===== config.mk =====
export PLATFORM = sky130hd
export DESIGN_NAME = mdio_regbridge
export DESIGN_NICKNAME = d
export VERILOG_FILES = /design/src/rtl/mdio_bridge_pkg.sv /design/src/rtl/mdio_frame_engine.sv /design/src/rtl/mdio_addr_decode.sv /design/src/rtl/mdio_word_stager.sv /design/src/rtl/mdio_regbridge.sv
export SDC_FILE = /design/constraint.sdc
export NUM_CORES = 1
export LEC_CHECK = 0
export BUFFER_PORTS_ARGS = -buffer_cell sky130_fd_sc_hd__clkbuf_2
export CAP_MARGIN = 10
export CORE_MARGIN = 2
export CORE_UTILIZATION = 55
export CTS_CLUSTER_DIAMETER = 40
export DETAILED_ROUTE_END_ITERATION = 7
export GPL_ROUTABILITY_DRIVEN = 0
export GPL_TIMING_DRIVEN = 0
export PLACE_DENSITY = 0.76
export SETUP_SLACK_MARGIN = 0.2
export SYNTH_ARGS = -nofsm -noshare
export SYNTH_HDL_FRONTEND = slang
export SYNTH_SLANG_ARGS = --single-unit

===== constraint.sdc =====
create_clock -name clk -period 8.4 [get_ports clk]
set_clock_uncertainty 0.1 [all_clocks]
set_input_delay 1.26 -clock clk [delete_from_list [all_inputs] [get_ports clk]]
set_output_delay 1.26 -clock clk [all_outputs]
set_load 0.05 [all_outputs]

===== src/rtl/mdio_bridge_pkg.sv =====
package mdio_bridge_pkg;

  localparam int PHY_W  = 5;
  localparam int REG_W  = 5;
  localparam int HALF_W = 16;

  typedef enum logic [1:0] {
    OP_NONE = 2'b00,
    OP_WR   = 2'b01,
    OP_RD   = 2'b10,
    OP_BAD  = 2'b11
  } mdio_op_e;

  typedef struct packed {
    mdio_op_e         op;
    logic [PHY_W-1:0] phy;
    logic [REG_W-1:0] regn;
  } mdio_hdr_t;

  localparam logic [PHY_W-1:0] PAGE_PHY   = 5'h1F;
  localparam logic [REG_W-1:0] PAGE_REG   = 5'h10;
  localparam logic [1:0]       WINDOW_TAG = 2'b10;

endpackage


===== src/rtl/mdio_frame_engine.sv =====
module mdio_frame_engine
  import mdio_bridge_pkg::*;
#(
  parameter int PRE_LEN = 32
) (
  input  logic              clk,
  input  logic              rst_n,
  input  logic              mdc,
  input  logic              mdio_i,
  input  logic              claim,
  input  logic [HALF_W-1:0] rd_half,
  output logic              mdio_o,
  output logic              mdio_oe,
  output logic              hdr_valid,
  output mdio_hdr_t         hdr,
  output logic              wr_done,
  output logic [HALF_W-1:0] wr_half
);

  localparam int ONES_W = $clog2(PRE_LEN + 1);
  localparam logic [ONES_W-1:0] PRE_MAX = ONES_W'(PRE_LEN);

  typedef enum logic {ST_IDLE, ST_FRAME} fr_state_e;

  logic [2:0]        mdc_s;
  logic [1:0]        dat_s;
  logic              mdc_rise;
  logic              bit_in;

  fr_state_e         state_q, state_d;
  logic [ONES_W-1:0] ones_q, ones_d;
  logic [4:0]        cnt_q, cnt_d;
  logic [10:0]       hsr_q, hsr_d;
  logic [14:0]       dsr_q, dsr_d;
  logic [14:0]       tsr_q, tsr_d;
  logic              oe_q, oe_d;
  logic              out_q, out_d;
  mdio_hdr_t         hdr_q, hdr_d;
  logic              hvld_q, hvld_d;
  logic              wdone_q, wdone_d;
  logic [HALF_W-1:0] whalf_q, whalf_d;

  assign mdc_rise = mdc_s[1] & ~mdc_s[2];
  assign bit_in   = dat_s[1];

  always_ff @(posedge clk or negedge rst_n) begin
    if (!rst_n) begin
      mdc_s <= '0;
      dat_s <= '1;
    end else begin
      mdc_s <= {mdc_s[1:0], mdc};
      dat_s <= {dat_s[0], mdio_i};
    end
  end

  always_comb begin
    state_d = state_q;
    ones_d  = ones_q;
    cnt_d   = cnt_q;
    hsr_d   = hsr_q;
    dsr_d   = dsr_q;
    tsr_d   = tsr_q;
    oe_d    = oe_q;
    out_d   = out_q;
    hdr_d   = hdr_q;
    hvld_d  = 1'b0;
    wdone_d = 1'b0;
    whalf_d = whalf_q;
    if (mdc_rise) begin
      unique case (state_q)
        ST_IDLE: begin
          if (bit_in) begin
            if (ones_q != PRE_MAX) ones_d = ones_q + 1'b1;
          end else begin
            if (ones_q == PRE_MAX) begin
              state_d = ST_FRAME;
              cnt_d   = 5'd1;
            end
            ones_d = '0;
          end
        end
        ST_FRAME: begin
          cnt_d = cnt_q + 5'd1;
          hsr_d = {hsr_q[9:0], bit_in};
          dsr_d = {dsr_q[13:0], bit_in};
          if (cnt_q == 5'd1 && !bit_in) state_d = ST_IDLE;
          if (cnt_q == 5'd13) begin
            hdr_d  = mdio_hdr_t'({hsr_q, bit_in});
            hvld_d = 1'b1;
          end
          if (cnt_q == 5'd14 && hdr_q.op == OP_RD && claim) begin
            oe_d  = 1'b1;
            out_d = 1'b0;
          end
          if (cnt_q == 5'd15 && oe_q) begin
            out_d = rd_half[HALF_W-1];
            tsr_d = rd_half[14:0];
          end
          if (cnt_q >= 5'd16 && cnt_q <= 5'd30 && oe_q) begin
            out_d = tsr_q[14];
            tsr_d = {tsr_q[13:0], 1'b0};
          end
          if (cnt_q == 5'd31) begin
            oe_d    = 1'b0;
            out_d   = 1'b0;
            state_d = ST_IDLE;
            if (hdr_q.op == OP_WR && claim) begin
              wdone_d = 1'b1;
              whalf_d = {dsr_q, bit_in};
            end
          end
        end
        default: state_d = ST_IDLE;
      endcase
    end
  end

  always_ff @(posedge clk or negedge rst_n) begin
    if (!rst_n) begin
      state_q <= ST_IDLE;
      ones_q  <= '0;
      cnt_q   <= '0;
      hsr_q   <= '0;
      dsr_q   <= '0;
      tsr_q   <= '0;
      oe_q    <= 1'b0;
      out_q   <= 1'b0;
      hdr_q   <= '0;
      hvld_q  <= 1'b0;
      wdone_q <= 1'b0;
      whalf_q <= '0;
    end else begin
      state_q <= state_d;
      ones_q  <= ones_d;
      cnt_q   <= cnt_d;
      hsr_q   <= hsr_d;
      dsr_q   <= dsr_d;
      tsr_q   <= tsr_d;
      oe_q    <= oe_d;
      out_q   <= out_d;
      hdr_q   <= hdr_d;
      hvld_q  <= hvld_d;
      wdone_q <= wdone_d;
      whalf_q <= whalf_d;
    end
  end

  assign mdio_o    = out_q;
  assign mdio_oe   = oe_q;
  assign hdr_valid = hvld_q;
  assign hdr       = hdr_q;
  assign wr_done   = wdone_q;
  assign wr_half   = whalf_q;

endmodule


===== src/rtl/mdio_addr_decode.sv =====
module mdio_addr_decode
  import mdio_bridge_pkg::*;
#(
  parameter int PAGE_W = 9,
  localparam int ADDR_W = PAGE_W + 7
) (
  input  logic              clk,
  input  logic              rst_n,
  input  mdio_hdr_t         hdr,
  input  logic              wr_done,
  input  logic [PAGE_W-1:0] wr_page,
  output logic              claim,
  output logic              page_hit,
  output logic              data_hit,
  output logic              half_hi,
  output logic [ADDR_W-1:0] word_addr,
  output logic [PAGE_W-1:0] page_val
);

  logic [PAGE_W-1:0] page_q, page_d;

  assign page_hit  = (hdr.phy == PAGE_PHY) && (hdr.regn == PAGE_REG);
  assign data_hit  = (hdr.phy[4:3] == WINDOW_TAG);
  assign claim     = page_hit | data_hit;
  assign half_hi   = hdr.regn[0];
  assign word_addr = {page_q, hdr.phy[2:0], hdr.regn[4:1]};

  always_comb begin
    page_d = page_q;
    if (wr_done && page_hit && hdr.op == OP_WR) page_d = wr_page;
  end

  always_ff @(posedge clk or negedge rst_n) begin
    if (!rst_n) page_q <= '0;
    else        page_q <= page_d;
  end

  assign page_val = page_q;

endmodule


===== src/rtl/mdio_word_stager.sv =====
module mdio_word_stager
  import mdio_bridge_pkg::*;
#(
  parameter int ADDR_W = 16,
  localparam int WORD_W = 2 * HALF_W
) (
  input  logic              clk,
  input  logic              rst_n,
  input  logic              hdr_valid,
  input  mdio_op_e          op,
  input  logic              data_hit,
  input  logic              half_hi,
  input  logic [ADDR_W-1:0] word_addr,
  input  logic              wr_done,
  input  logic [HALF_W-1:0] wr_half,
  input  logic [WORD_W-1:0] bus_rdata,
  input  logic              bus_ack,
  output logic [HALF_W-1:0] rd_half,
  output logic              bus_req,
  output logic              bus_we,
  output logic [ADDR_W-1:0] bus_addr,
  output logic [WORD_W-1:0] bus_wdata
);

  logic [HALF_W-1:0] hold_q, hold_d;
  logic [HALF_W-1:0] lo_q, lo_d;
  logic [HALF_W-1:0] hi_q, hi_d;
  logic              req_q, req_d;
  logic              we_q, we_d;
  logic [ADDR_W-1:0] addr_q, addr_d;
  logic [WORD_W-1:0] wdata_q, wdata_d;
  logic              start_rd, start_wr, stage_hi;

  assign start_rd = hdr_valid && data_hit && !half_hi && op == OP_RD;
  assign start_wr = wr_done && data_hit && !half_hi;
  assign stage_hi = wr_done && data_hit && half_hi;

  always_comb begin
    hold_d  = hold_q;
    lo_d    = lo_q;
    hi_d    = hi_q;
    req_d   = req_q;
    we_d    = we_q;
    addr_d  = addr_q;
    wdata_d = wdata_q;
    if (req_q && bus_ack) begin
      req_d = 1'b0;
      if (!we_q) begin
        lo_d = bus_rdata[HALF_W-1:0];
        hi_d = bus_rdata[WORD_W-1:HALF_W];
      end
    end
    if (stage_hi) hold_d = wr_half;
    if (start_rd) begin
      req_d  = 1'b1;
      we_d   = 1'b0;
      addr_d = word_addr;
    end
    if (start_wr) begin
      req_d   = 1'b1;
      we_d    = 1'b1;
      addr_d  = word_addr;
      wdata_d = {hold_q, wr_half};
    end
  end

  always_ff @(posedge clk or negedge rst_n) begin
    if (!rst_n) begin
      hold_q  <= '0;
      lo_q    <= '0;
      hi_q    <= '0;
      req_q   <= 1'b0;
      we_q    <= 1'b0;
      addr_q  <= '0;
      wdata_q <= '0;
    end else begin
      hold_q  <= hold_d;
      lo_q    <= lo_d;
      hi_q    <= hi_d;
      req_q   <= req_d;
      we_q    <= we_d;
      addr_q  <= addr_d;
      wdata_q <= wdata_d;
    end
  end

  assign rd_half   = half_hi ? hi_q : lo_q;
  assign bus_req   = req_q;
  assign bus_we    = we_q;
  assign bus_addr  = addr_q;
  assign bus_wdata = wdata_q;

endmodule


===== src/rtl/mdio_regbridge.sv =====
module mdio_regbridge
  import mdio_bridge_pkg::*;
#(
  parameter int PAGE_W  = 9,
  parameter int PRE_LEN = 32,
  localparam int ADDR_W = PAGE_W + 7
) (
  input  logic              clk,
  input  logic              rst_n,
  input  logic              mdc,
  input  logic              mdio_i,
  output logic              mdio_o,
  output logic              mdio_oe,
  output logic              bus_req,
  output logic              bus_we,
  output logic [ADDR_W-1:0] bus_addr,
  output logic [31:0]       bus_wdata,
  input  logic [31:0]       bus_rdata,
  input  logic              bus_ack
);

  logic [1:0]        rst_pipe;
  logic              rst_core_n;
  logic              claim, page_hit, data_hit, half_hi;
  logic              hdr_valid, wr_done;
  mdio_hdr_t         hdr;
  logic [HALF_W-1:0] wr_half, rd_half, win_half;
  logic [ADDR_W-1:0] word_addr;
  logic [PAGE_W-1:0] page_val;

  always_ff @(posedge clk or negedge rst_n) begin
    if (!rst_n) rst_pipe <= '0;
    else        rst_pipe <= {rst_pipe[0], 1'b1};
  end
  assign rst_core_n = rst_pipe[1];

  mdio_frame_engine #(.PRE_LEN(PRE_LEN)) frame_i (
    .clk      (clk),
    .rst_n    (rst_core_n),
    .mdc      (mdc),
    .mdio_i   (mdio_i),
    .claim    (claim),
    .rd_half  (rd_half),
    .mdio_o   (mdio_o),
    .mdio_oe  (mdio_oe),
    .hdr_valid(hdr_valid),
    .hdr      (hdr),
    .wr_done  (wr_done),
    .wr_half  (wr_half)
  );

  mdio_addr_decode #(.PAGE_W(PAGE_W)) decode_i (
    .clk      (clk),
    .rst_n    (rst_core_n),
    .hdr      (hdr),
    .wr_done  (wr_done),
    .wr_page  (wr_half[PAGE_W-1:0]),
    .claim    (claim),
    .page_hit (page_hit),
    .data_hit (data_hit),
    .half_hi  (half_hi),
    .word_addr(word_addr),
    .page_val (page_val)
  );

  mdio_word_stager #(.ADDR_W(ADDR_W)) stager_i (
    .clk      (clk),
    .rst_n    (rst_core_n),
    .hdr_valid(hdr_valid),
    .op       (hdr.op),
    .data_hit (data_hit),
    .half_hi  (half_hi),
    .word_addr(word_addr),
    .wr_done  (wr_done),
    .wr_half  (wr_half),
    .bus_rdata(bus_rdata),
    .bus_ack  (bus_ack),
    .rd_half  (win_half),
    .bus_req  (bus_req),
    .bus_we   (bus_we),
    .bus_addr (bus_addr),
    .bus_wdata(bus_wdata)
  );

  assign rd_half = page_hit ? HALF_W'(page_val) : win_half;

endmodule


* Word-level counts from Yosys, hierarchy flattened
Cells that the tools add are included.
** Storage, ports and cells
- Word-level logic and storage cells :: 116
- Output and inout port bits :: 52
- Input bits :: 37
- Bits in registers :: 199
** Operators by class
- Add/sub/neg operators :: 2
- Eq/ne operators :: 15
- Bitwise operators :: 5
- Multiplexer cells :: 34
- Order comparisons :: 2
- Reductions and logical operators :: 33
** Operator list (count)
- $mux W16 :: 4
- $mux W15 :: 2
- $mux W1 :: 22
- $reduce_and A3 Y1 :: 6
- $logic_and A1 B1 Y1 :: 17
- $eq A5 B4 Y1 const B :: 3
- $eq A5 B5 Y1 const B :: 3
- $mux W6 :: 2
- $mux W5 :: 2
- $pmux W5 S2 :: 1
- $add A6 B1 Y6 const B :: 1
- $eq A6 B6 Y1 const B :: 1
- $ne A6 B6 Y1 const B :: 1
- $reduce_bool A2 Y1 :: 3
- $add A5 B1 Y5 const B :: 1
- $eq A5 B1 Y1 const B :: 1
- $ge A5 B5 Y1 const B :: 1
- $le A5 B5 Y1 const B :: 1
- $eq A2 B2 Y1 const B :: 2
- $ne A2 B2 Y1 const B :: 2
- $reduce_and A2 Y1 :: 2
- $reduce_and A4 Y1 :: 1
- $reduce_bool A4 Y1 :: 1
- $not A1 Y1 :: 3
- 7 further kinds :: 8

* Longest topological paths before layout
- Depth in word-level cells :: 8
- Gate-level depth with buffers :: 8
- Depth with buffers taken out :: 7

* By module
From an unflattened synthesis, not the netlist that was laid out.
** Second synthesis, totals
- Cell total of the unflattened synthesis :: 575
- Area, all modules :: 8160.3 µm²
** By module, submodules not included
- mdio_word_stager :: area an instance 3923.8 µm², seq. area each 2452.4 µm², cells an instance 230, instances 1
- mdio_frame_engine :: area an instance 3443.3 µm², seq. area each 1979.4 µm², cells an instance 281, instances 1
- mdio_addr_decode :: area an instance 539.3 µm², seq. area each 225.2 µm², cells an instance 43, instances 1
- mdio_regbridge :: area an instance 254.0 µm², seq. area each 50.0 µm², cells an instance 21, instances 1

* Worst setup path after synthesis
No wires, ideal clock.
- Kind :: input to register
- Start :: input bus_ack
- End :: register stager_i.hi_q[10]
- Data arrival time :: 2.118 ns
- Required time :: 8.175 ns
- Stages :: 3
- Path buffers :: 1
- Path slack :: 6.057 ns
- Library setup time :: 0.125 ns
- Cell sequence :: nand3b_1 > clkbuf_1 > mux2_2
** On the way
- Longest elaborated chain between the ends :: 2
** RTL lines
- start: declaration :: RTL line mdio_regbridge.sv:19 : input logic bus_ack
- $logic_and A1 B1 Y1 :: RTL line mdio_word_stager.sv:46 : if (req_q && bus_ack) begin
- $reduce_and A2 Y1 (no source line)
- end signal: assignment :: RTL line mdio_word_stager.sv:79 : hi_q <= hi_d;
- end: declaration :: RTL line mdio_word_stager.sv:27 : logic [HALF_W-1:0] hi_q, hi_d;
Every way passes these cells.
A chain may end at the register's enable or synchronous reset.

* Final worst setup path
- Start :: register frame_i.oe_q, in the netlist frame_i.mdio_oe
- End :: output mdio_oe
** RTL lines
- start: declaration :: RTL line mdio_frame_engine.sv:36 : logic oe_q, oe_d;
- start signal: assignment :: RTL line mdio_frame_engine.sv:126 : oe_q <= 1'b0;
- start signal: assignment :: RTL line mdio_frame_engine.sv:139 : oe_q <= oe_d;
- end: declaration :: RTL line mdio_regbridge.sv:13 : output logic mdio_oe,
No word-level cell between the ends.

==> results.sh <==
export IMPL_status="finished clean"
export IMPL_cp_data_required_time_ns=7.04
export IMPL_slew_viol_final=0
export IMPL_numCtsBuffers=17
export IMPL_holdCritStartpoint="frame_i.mdc_s[0]"
export IMPL_cp_arrival_ns=1.14
export IMPL_cp_end_kind="output pin"
export IMPL_synthCells=572
export IMPL_antenna_found_initial=0
export IMPL_synth_async_reset_ratio_pct=100
export IMPL_hold_class="reg -> reg"
export IMPL_critical_path_top_delay_family="flip-flops"
export IMPL_slew_headroom_pct=43.0
export IMPL_yosysWarningCount=0
export IMPL_drc=0
export IMPL_p_sw_mw=0.401
export IMPL_setup_viol=0
export IMPL_hold_path_cell_count=0
export IMPL_grt_total_usage_pct=22.4
export IMPL_initial_core_util_pct=56.3
export IMPL_path_max_fanout=4
export IMPL_vdd_drop_max_mv=0.144
export IMPL_final_nets=725
export IMPL_switching_share_pct=21.3
export IMPL_io_buffers=88
export IMPL_die_height_microns=123
export IMPL_min_period_ns=2.50
export IMPL_placed_cells=842
export IMPL_multi_input_area_sq_um=2960
export IMPL_synth_ff_type="dfrtp_1"
export IMPL_holdPathEnd="frame_i.mdc_s[1]"
export IMPL_fillCellCount=1008
export IMPL_cts_hold_buf=0
export IMPL_core_area_sq_um=13900
export IMPL_crit_chain="clkbuf_2"
export IMPL_tns_ns=0
export IMPL_drive_gt1_share_pct=42.8
export IMPL_clk_insertion_delay_late_ns=0.44
export IMPL_routedWlPerCell_microns=18.2
export IMPL_reg2reg_depth=4
export IMPL_syn_to_final_growth_pct=17.4
export IMPL_timing_fmax_mhz=401
export IMPL_p_clk_share_pct=45.9
export IMPL_hold_viol=0
export IMPL_dpl_instance_area_sq_um=8570
export IMPL_io_pins=89
export IMPL_h_tree_depth=4
export IMPL_power_density_nw_per_um2=205
export IMPL_finish_utilization_pct=66.1
export IMPL_grt_max_degree=72
export IMPL_cap_violations=0
export IMPL_dp_slack_ns=5.68
export IMPL_root_buffer="clkbuf_16"
export IMPL_synth_top_cell_area_share_pct=59.3
export IMPL_cp_startpoint="frame_i.mdio_oe"
export IMPL_drt_iter0_drc=312
export IMPL_avgSynthCellArea_sq_um=13.7
export IMPL_synth_largest_area_cell="dfrtp_1"
export IMPL_p_leak_nw=4.66
export IMPL_clock_sinks=188
export IMPL_die_area_sq_um=15200
export IMPL_grt_overflow=0
export IMPL_p_seq_share_pct=50.3
export IMPL_postLayoutCellArea_sq_um=9210
export IMPL_vias_per_cell=5.66
export IMPL_instances_no_fill=874
export IMPL_critPathLaunchType="flop"
export IMPL_timing_reg2reg_setup_slack_ns=5.98
export IMPL_r2r_start="frame_i.hdr[8]"
export IMPL_rsz0062_at_grt="no"
export IMPL_synthTopCellsByArea="dfrtp_1 59%, mux2_2 21%, nand2_1 2.6%, mux2_4 1.7%, o21ai_0 1.5%"
export IMPL_ant_nets=0
export IMPL_vias=4949
export IMPL_ys_seq_elements=188
export IMPL_num_rows=43
export IMPL_postCtsSetupBuffers=0
export IMPL_crit_buf_inv=1
export IMPL_first_pass_iters=5
export IMPL_clk_pin_slew_ns=0.06
export IMPL_worstSetupPathType="reg -> out"
export IMPL_antennaDiodeCount=0
export IMPL_r2r_end="stager_i.bus_wdata[23]"
export IMPL_cts_resized=0
export IMPL_fp_dieW_microns=123
export IMPL_synth_edf_count=0
export IMPL_clk_path_buf_depth=2
export IMPL_internal_power_mw=1.48
export IMPL_cts_tree="yes"
export IMPL_ys_types=50
export IMPL_grt_pass1_wl_microns=26000
export IMPL_grt_pass1_vias=5237
export IMPL_synth_seq_area_share_pct=60.0
export IMPL_synth_area_sq_um=7850
export IMPL_worst_slew_pin_slew_ns=0.856
export IMPL_routed_wl_microns=15900
export IMPL_p_comb_share_pct=3.8
export IMPL_slowest_delay_ns=0.39
export IMPL_setup_slack_ns=5.90
export IMPL_syn_num_nets=616
export IMPL_dp_hpwl_microns=11100
export IMPL_seq_area_sq_um=4710
export IMPL_slowest_stage="dfrtp_1"
export IMPL_fin_crit_sh_pct=29.7
[power groups by stage]
stage | sequential (mW) | combinational, mW | clock, mW
2_1_floorplan | 0.967 | 0.0408 | 0
3_3_place_gp | 0.974 | 0.0551 | 0
3_5_place_dp | 0.966 | 0.0724 | 0
4_1_cts | 0.948 | 0.0730 | 0.873
5_1_grt | 0.952 | 0.0805 | 0.909
6_report | 0.948 | 0.0715 | 0.865
[cell type report]
cell class | instances | share of cell area, %
Clock inverter | 13 | 2.02
Inverter | 11 | 0.448
Tap cell | 180 | 2.44
Multi-Input combinational cell | 344 | 32.2
Clock buffer | 19 | 4.92
Buffer | 29 | 1.49
Sequential cell | 188 | 51.1
Timing Repair Buffer | 90 | 5.38
[synth_stat cells (2+ instances only)]
library cell,count
clkbuf_1,16
nor2b_1,5
mux2_2,146
buf_6,2
o211ai_1,9
nor2_1,8
mux2_4,9
a21oi_1,2
and3b_1,2
buf_1,2
o22ai_1,4
nand3_1,8
a22o_1,3
dfstp_2,2
nor3_1,3
dfrtp_1,186
nand2b_1,2
and3_1,3
mux2i_1,11
ha_1,7
nand2_1,54
a21o_1,3
o2bb2ai_1,8
o21a_1,2
o21bai_1,2
nand4_1,9
o21ai_0,23
inv_1,11
buf_2,8
and4b_1,2
[per-layer routing]
| metal | global-route usage, % | wire length, microns |
|---|---|---|
| met2 | 36.2 | 7900 |
| met1 | 29.3 | 7050 |
| met3 | 4.80 | 669 |
| met5 | 0 | 0 |
| met4 | 10.0 | 308 |
[worst max-delay path by stage]
stage                             endpoint  slack (ns)  depth (start not counted)
floorplan             decode_i.page_val[0]        2.68                          0
global placement          stager_i.lo_q[3]        1.00                          0
detailed placement        stager_i.lo_q[2]        5.68                          4
CTS                                mdio_oe        5.90                          1
global route        stager_i.bus_wdata[21]        5.83                          4
finish                             mdio_oe        5.90                          1
[per-stage QoR]
stage | power (mW) | hold WS, ns
final | 1.88 | 0.256
after global routing | 1.94 | 0.261
after CTS | 1.89 | 0.260
after detailed placement | 1.04 | 0.240
after global placement | 1.03 | 0.237
after floorplan | 1.01 | 0.231
[kinds of logic after synthesis]
logic type / synth area share [%]
buf+inv: 2.28
flops: 60.0
other cells: 0.0478
fa+ha+maj: 1.12
compound gates: 5.37
mux: 24.1
simple gates: 7.03
xor+xnor: 0.112
[registers in the layout, indices dropped and copies added, names as in the netlist, 3 cells and up]
register            flops
frame_i.wr_half        16
stager_i.bus_wdata     32
stager_i.hold_q        16
frame_i.mdc_s           3
stager_i.hi_q          16
frame_i.tsr_q          15
decode_i.page_val       9
frame_i.dsr_q          15
frame_i.cnt_q           5
stager_i.bus_addr      16
frame_i.hdr            12
frame_i.ones_q          6
stager_i.lo_q          16
[layout by cell type (no fill, tap or decap), types with 9 or more instances in the layout]
cell type	n
dfrtp_1	185
mux2_2	146
clkbuf_2	88
nand2_1	54
o21ai_0	23
clkbuf_16	17
clkbuf_1	16
inv_1	11
mux2i_1	11
nand4_1	9
o211ai_1	9
mux2_4	9
Note: power is estimated with default switching activity, not from simulation.
